[src/rtl/hop_sync_pkg.sv]
package hop_sync_pkg;
  localparam int DEF_CNT_W = 8;
  localparam int DEF_ENT   = 16;

  // Four half-periods of 10..13 cycles at 50 MHz (2.5 MHz down to about 1.92 MHz),
  // repeated across the sixteen decode slots.
  function automatic logic [DEF_ENT*DEF_CNT_W-1:0] default_halves();
    logic [DEF_ENT*DEF_CNT_W-1:0] t;
    t = '0;
    for (int i = 0; i < DEF_ENT; i++) begin
      t[i*DEF_CNT_W +: DEF_CNT_W] = DEF_CNT_W'(10 + (i % 4));
    end
    return t;
  endfunction
endpackage

[src/rtl/hop_step_tick.sv]
module hop_step_tick #(
  parameter int STEP_DIV = 2000
) (
  input  logic clk,
  input  logic rst,
  output logic tick
);
  localparam int TW = (STEP_DIV > 1) ? $clog2(STEP_DIV) : 1;
  localparam logic [TW-1:0] LAST = TW'(STEP_DIV - 1);

  logic [TW-1:0] cnt_q;

  assign tick = (cnt_q == LAST);

  always_ff @(posedge clk) begin
    if (rst || tick) cnt_q <= '0;
    else             cnt_q <= cnt_q + 1'b1;
  end
endmodule

[src/rtl/hop_lfsr.sv]
module hop_lfsr #(
  parameter int              W      = 7,
  parameter int              TAP_HI = 7,
  parameter int              TAP_LO = 6,
  parameter logic [W-1:0]    SEED   = 1
) (
  input  logic         clk,
  input  logic         rst,
  input  logic         step,
  output logic [W-1:0] state
);
  function automatic logic [W-1:0] advance(input logic [W-1:0] s);
    return {s[W-2:0], s[TAP_HI-1] ^ s[TAP_LO-1]};
  endfunction

  always_ff @(posedge clk) begin
    if (rst)       state <= SEED;
    else if (step) state <= advance(state);
  end
endmodule

[src/rtl/hop_decode.sv]
module hop_decode #(
  parameter int W        = 7,
  parameter int DEC_BITS = 4,
  parameter int CNT_W    = 8,
  parameter logic [(1<<DEC_BITS)*CNT_W-1:0] HALF_TABLE = '1
) (
  input  logic [W-1:0]     state,
  output logic [CNT_W-1:0] half
);
  localparam int N_ENT = 1 << DEC_BITS;

  function automatic logic [CNT_W-1:0] pick(input logic [DEC_BITS-1:0] idx);
    return HALF_TABLE[int'(idx)*CNT_W +: CNT_W];
  endfunction

  assign half = pick(state[DEC_BITS-1:0]);
endmodule

[src/rtl/hop_modulator.sv]
module hop_modulator #(
  parameter int CNT_W = 8
) (
  input  logic             clk,
  input  logic             rst,
  input  logic             en,
  input  logic [CNT_W-1:0] next_half,
  output logic             wave,
  output logic             load,
  output logic [CNT_W-1:0] cur_half
);
  logic             run_q;
  logic [CNT_W-1:0] cnt_q;
  logic             cnt_zero;

  assign cnt_zero = (cnt_q == '0);
  // start from idle, or the low phase has just run out (cycle complete)
  assign load = en && (!run_q || (cnt_zero && !wave));

  always_ff @(posedge clk) begin
    if (rst) begin
      run_q    <= 1'b0;
      wave     <= 1'b0;
      cnt_q    <= '0;
      cur_half <= '0;
    end else if (!en) begin
      run_q <= 1'b0;
      wave  <= 1'b0;
      cnt_q <= '0;
    end else if (load) begin
      run_q    <= 1'b1;
      wave     <= 1'b1;
      cur_half <= next_half;
      cnt_q    <= next_half - 1'b1;
    end else if (cnt_zero) begin
      wave  <= 1'b0;
      cnt_q <= cur_half - 1'b1;
    end else begin
      cnt_q <= cnt_q - 1'b1;
    end
  end
endmodule

[src/rtl/hop_sync_gen.sv]
module hop_sync_gen #(
  parameter int LFSR_W   = 7,
  parameter int TAP_HI   = 7,
  parameter int TAP_LO   = 6,
  parameter logic [LFSR_W-1:0] SEED = 1,
  parameter int STEP_DIV = 2000,
  parameter int DEC_BITS = 4,
  parameter int CNT_W    = hop_sync_pkg::DEF_CNT_W,
  parameter logic [(1<<DEC_BITS)*CNT_W-1:0] HALF_TABLE = hop_sync_pkg::default_halves()
) (
  input  logic clk,
  input  logic rst,
  input  logic en,
  output logic sync_out
);
  // named internal events, observed by the bound checker
  logic              step_tick;
  logic [LFSR_W-1:0] lfsr_q;
  logic [CNT_W-1:0]  dec_half;
  logic              mod_load;
  logic [CNT_W-1:0]  cur_half;

  hop_step_tick #(.STEP_DIV(STEP_DIV)) u_tick (
    .clk(clk), .rst(rst), .tick(step_tick)
  );

  hop_lfsr #(.W(LFSR_W), .TAP_HI(TAP_HI), .TAP_LO(TAP_LO), .SEED(SEED)) u_lfsr (
    .clk(clk), .rst(rst), .step(step_tick), .state(lfsr_q)
  );

  hop_decode #(.W(LFSR_W), .DEC_BITS(DEC_BITS), .CNT_W(CNT_W), .HALF_TABLE(HALF_TABLE)) u_dec (
    .state(lfsr_q), .half(dec_half)
  );

  hop_modulator #(.CNT_W(CNT_W)) u_mod (
    .clk(clk), .rst(rst), .en(en), .next_half(dec_half),
    .wave(sync_out), .load(mod_load), .cur_half(cur_half)
  );
endmodule

[config.mk]
export PLATFORM = sky130hd
export DESIGN_NAME = hop_sync_gen
export DESIGN_NICKNAME = d
export VERILOG_FILES = /design/src/rtl/hop_sync_pkg.sv /design/src/rtl/hop_step_tick.sv /design/src/rtl/hop_lfsr.sv /design/src/rtl/hop_decode.sv /design/src/rtl/hop_modulator.sv /design/src/rtl/hop_sync_gen.sv
export SDC_FILE = /design/constraint.sdc
export NUM_CORES = 1
export LEC_CHECK = 0
export CAP_MARGIN = 10
export CORE_ASPECT_RATIO = 0.7
export CORE_MARGIN = 2
export CORE_UTILIZATION = 33
export CTS_BUF_LIST = sky130_fd_sc_hd__clkbuf_8
export CTS_CLUSTER_DIAMETER = 200
export CTS_CLUSTER_SIZE = 30
export DETAILED_ROUTE_END_ITERATION = 16
export PLACE_DENSITY_LB_ADDON = 0.15
export SYNTH_ARGS = -nofsm -noshare
export SYNTH_HDL_FRONTEND = slang
export SYNTH_SLANG_ARGS = --single-unit
[constraint.sdc]
create_clock -name clk -period 5.7 [get_ports clk]
set_clock_uncertainty 0.1 [all_clocks]
set_input_delay 1.425 -clock clk [delete_from_list [all_inputs] [get_ports clk]]
set_output_delay 1.425 -clock clk [all_outputs]
set_load 0.03 [all_outputs]
# ---- Word level (Yosys, flattened, before mapping)
# Index checks and enable logic that the tools add are counted.
dict set report word_totals {
  reg_bits 36
  input_bits 3
  out_inout_bits 1
  wordCells 28
}
dict set report op_classes {
  addsub 4
  eq_ne 1
  n_shift 1
  muxes 4
  bitwise 2
  n_reduce_logical 10
}
# cell count
set op_table {}
lappend op_table {{128-bit by 8-bit indexed part select with 8-bit output (first input constant)} 1}
lappend op_table {{8-bit by 1-bit subtractor with 8-bit output (second input constant)} 3}
lappend op_table {{8-bit 2-to-1 mux} 2}
lappend op_table {{11-bit by 1-bit adder with 11-bit output (second input constant)} 1}
lappend op_table {{11-bit == test (second input constant)} 1}
lappend op_table {{8-bit zero test} 1}
lappend op_table {{1-bit logical AND} 2}
lappend op_table {{1-bit zero test} 2}
lappend op_table {{1-bit logical OR} 2}
lappend op_table {{1-bit 2-to-1 mux} 2}
lappend op_table {{2-bit AND reduction} 1}
lappend op_table {{2-bit nonzero test} 1}
lappend op_table {{2-bit OR reduction} 1}
lappend op_table {{1-bit NOT} 1}
lappend op_table {{1-bit XOR} 1}

# ---- Logic depth before layout (Yosys ltp)
dict set report logic_depth {
  ltp_word 5
  ltp_mapped 10
  mapped_depth_nobuf 9
}

# ---- Modules after synthesis
# Synthesis repeated with hierarchy kept, for this count alone.
dict set report hier_totals {
  cells_unflattened 213
  hier_area_um2 1746.7
}
# module instances cells_per_inst area_per_inst_um2 seq_area_each_um2
set by_module_without_submodules {}
lappend by_module_without_submodules {hop_modulator 1 121 935.9 360.3}
lappend by_module_without_submodules {hop_step_tick 1 57 484.2 220.2}
lappend by_module_without_submodules {hop_lfsr 1 25 262.8 140.1}
lappend by_module_without_submodules {hop_decode 1 10 63.8 0.0}

# ---- Worst setup path before layout
# OpenSTA, ideal clock, no wires.
dict set report synth_timing {
  path_type {input to register}
  from {in en}
  to {reg u_mod.cnt_q[4]}
  setup_time_ps 116
  arrival_time_ps 2980
  t_required_ps 5484
  slack_ps 2504
  path_stages 10
  path_buffers 1
  path_cell_list {nor2b_1 > a32o_1 > buf_6 > a211oi_1 > a21o_1 > ha_1 > nand2b_1 > a311oi_1 > xnor2_1 > nor2_1}
}
dict set report synth_via {
  elab_chain_cells 2
  elab_cells_between_ends 4
  classes_between {mux (1); bitwise (1); reduce/logical (2)}
}
# item line_no
set synth_rtl {}
lappend synth_rtl {{from (decl)} hop_sync_gen.sv:13} ;# input logic en,
lappend synth_rtl {{1-bit logical AND / 1-bit NOT (equally long branches)} -}
lappend synth_rtl {{8-bit 2-to-1 mux / 2-bit OR reduction (equally long branches)} -}
lappend synth_rtl {{to (signal assigned)} hop_modulator.sv:34} ;# cnt_q <= next_half - 1'b1;
lappend synth_rtl {{to (signal assigned)} hop_modulator.sv:37} ;# cnt_q <= cur_half - 1'b1;
lappend synth_rtl {{to (signal assigned)} hop_modulator.sv:39} ;# cnt_q <= cnt_q - 1'b1;
lappend synth_rtl {{to (decl)} hop_modulator.sv:13} ;# logic [CNT_W-1:0] cnt_q;
# Several ways; a longest one is shown, not always the timed one.
# A chain may end at the register's enable or synchronous reset.

# ---- Worst setup path in the final report
# Ends and elaborated chain as after synthesis.

==> run metrics <==
vias per cell approximately 4.8; leakage 0.581 nW; Gates resized, CTS repair 0; met3 WL between 90 and 100 um; post-synth cell types 37; Placement Setup Slack roughly 1900 ps; CP endpoint kind register; initial DRC count 44; final net count ~160; most instantiated library cell after synthesis dfxtp_1; top sig layer met4; Max Cap Viol 0; Worst-Margin Slew approximately 640 ps; gr usage total about an eighth; # rows 20; synthesis-to-finish area growth 11.3%; synth top area cells dfxtp_1 44%, mux2i_1 8.3%, nor2_1 7.8%; Yosys top cell area share between 40 and 50%; IO Pins 4; Logic pwr share roughly 16%; largest family of logic cells by synthesized area simple AND/OR/NAND/NOR gates; status complete, no violations; Sw Ratio between 20% and 30%; f_max ~280 MHz; final setup vio count 0; Syn Inst Count 150; core area about 4300 um2; Synthesized Nets 155; fin worst setup slack 2150 ps; Post-CTS Setup Repair Bufs 0; clock buffer depth 2; Worst VDD drop ~0.14 mV; Post-Synth Simple-Gate Area 24.7%; vias post-DR 1,015; CP max FO 12; NetSw about 130 uW; Crit path required time 5770 ps; routed len/inst around 12 um; Setup TNS 0 ps; largest net degree at the start of global routing 15; gr ovfl total 0; Final Cycle Share between 60 and 70%; Detailed Routing Iterations Pass 1 4; fin crit period about 3600 ps; ant diodes 0; TritonCTS Sinks 32; Commonest cells post-synth 32 x dfxtp_1, 30 x nor2_1, 12 x mux2i_1; DIE AREA ~5000 um2; Compound-Gate Fraction of Synth Area a little under a tenth; Setup Crit Path Kind in -> reg; top_reg_cell synth dfxtp_1; Worst Hold Class reg -> reg; CTS tree built; RePlAce Congestion around 0.76; Final Hold Fails 0; root buf cell clkbuf_8; Port Buf Inserts 3; Async SR Flop Fraction 0%; Post-synth EDFFs 0; Final Max Slew Viols 0; CP Launch Type primary input; register share of total power between 40% and 50%; met1 WL around 1400 um; clk_lat worst skew roughly 270 ps; Initial Utilization 33.9%; drt total wl 2550 um; post-synthesis sequential area ratio between 40 and 50%; Yosys top cell by area dfxtp_1; Die Width ~83 um; DR WL met2 just over 1000 um; post-route ant nets 0; max_slew headroom 57.0%; multiplexer share of the synthesized area under 10%; RSZ-0062 raised after global routing false; Synth Cell Area approximately 1400 um2; synthesized flop and latch total 32; # DRC 0; P per Cell Area about 310 nW/um2; Finished Layout Cells roughly 210; clock transition at the registers of the reported paths about 60 ps; post-DP HPWL between 1500 and 2000 um; yosys warns 0; synthesized-area fraction occupied by adder cells under 10%; post-synthesis xor/xnor area fraction between 8 and 9%; # hold bufs at CTS 0; Final Util 37.7%; Chip Height roughly 60 um; dpl cells 205; layout cell share with drive strength beyond 1 under 10%; initial antenna violation count 0; P_int between 300 and 400 uW; H-tree depth reported by CTS 2; synthesized area per cell 9.60 um2; Fillers between 400 and 500; number of global-route vias before repair a little under 1k; TritonCTS Buffers 5; worst path arrival time between 3000 and 4000 ps; global-route wire length before repair 4520 um; Clock Power Share between 30% and 40%
## through the flow
stage          cell area [um2]  total power, mW  hold slack (ps)
2_1_floorplan             1440            0.314              308
3_3_place_gp              1510            0.328              316
3_5_place_dp              1510            0.327              325
4_1_cts                   1600            0.501              333
5_1_grt                   1600            0.522              353
6_report                  1600            0.493              331
## area by class of cell
| cell class | count | area, um2 | area share (%) |
|---|---|---|---|
| Clock buffer | 6 | 82.6 | 5.15 |
| Sequential cell | 32 | 641 | 40.0 |
| Multi-Input combinational cell | 110 | 754 | 47.1 |
| Tap cell | 55 | 68.8 | 4.29 |
| Inverter | 5 | 18.8 | 1.17 |
| Timing Repair Buffer | 3 | 30.0 | 1.87 |
| Clock inverter | 2 | 7.51 | 0.468 |
## power groups by stage
stage               sequential [mW]  clock [mW]  combinational [mW]
finish                        0.245       0.170              0.0783
global route                  0.246       0.190              0.0865
CTS                           0.244       0.179              0.0781
detailed placement            0.249           0              0.0777
global placement              0.249           0              0.0788
floorplan                     0.248           0              0.0661
## layout by cell type, fill, tap and decap left out
master,instances
nor4_2,2
nor4_4,1
or2_2,1
nand2_1,4
clkbuf_8,6
dfxtp_1,32
o311ai_2,1
nor2b_1,1
and3_1,1
nor2_1,30
clkdlybuf4s50_1,3
a21o_1,1
a32o_1,1
nand2b_1,6
and2_1,1
xnor2_1,9
mux2i_1,12
a31oi_1,2
nand4_1,1
nor3_2,1
a21oi_1,5
nor4_1,3
o21ai_0,1
or4_4,1
o31a_1,1
xor2_1,5
inv_1,7
nor3_1,3
ha_1,2
a211oi_1,1
a211oi_2,1
a311oi_1,2
nand3_1,4
o2111ai_1,1
or2_1,1
or3_1,3
nand4_2,1
## layer usage
layer,vias to the layer above,global-route usage [%]
met5,-,0
met1,464,16.2
met2,12,16.4
met3,4,5.43
li1,535,-
met4,0,3.75
## cell families after synthesis
group	Yosys count
and+or+nand+nor	65
muxes	12
adders and majority gates	2
DFF	32
AOI/OAI and AO/OA	17
xor gates and xnor gates	14
buffers and inverters	8
## registers in the layout, indices dropped and copies added, names as in the netlist
signal and count:
u_tick.cnt_q 11, u_mod.cnt_q 8, u_lfsr.state 7, u_mod.cur_half 4
u_mod.run_q 1, u_mod.wave 1
## worst paths after layout
path / start / endpoint / slack (ps) / depth (start not counted)
setup / recovery: en / u_mod.cnt_q[4]$_SDFF_PP0_ / 2150 / 10
hold reg to reg: u_mod.run_q$_SDFFE_PP0P_ / u_mod.wave$_SDFFE_PP0P_ / 330 / 1
hold / removal: u_mod.run_q$_SDFFE_PP0P_ / u_mod.wave$_SDFFE_PP0P_ / 330 / 1
setup reg to reg: u_mod.cnt_q[3]$_SDFF_PP0_ / u_mod.cnt_q[4]$_SDFF_PP0_ / 2910 / 9
## worst max-delay path, cell delays in order
cell	delay [ps]
clkdlybuf4s50_1	490
nor2b_1	140
a32o_1	510
nor2_1	140
a21oi_1	140
ha_1	200
nand2b_1	80
a311oi_1	290
xnor2_1	150
nor2_1	50
(Power assumes the default switching activity.)
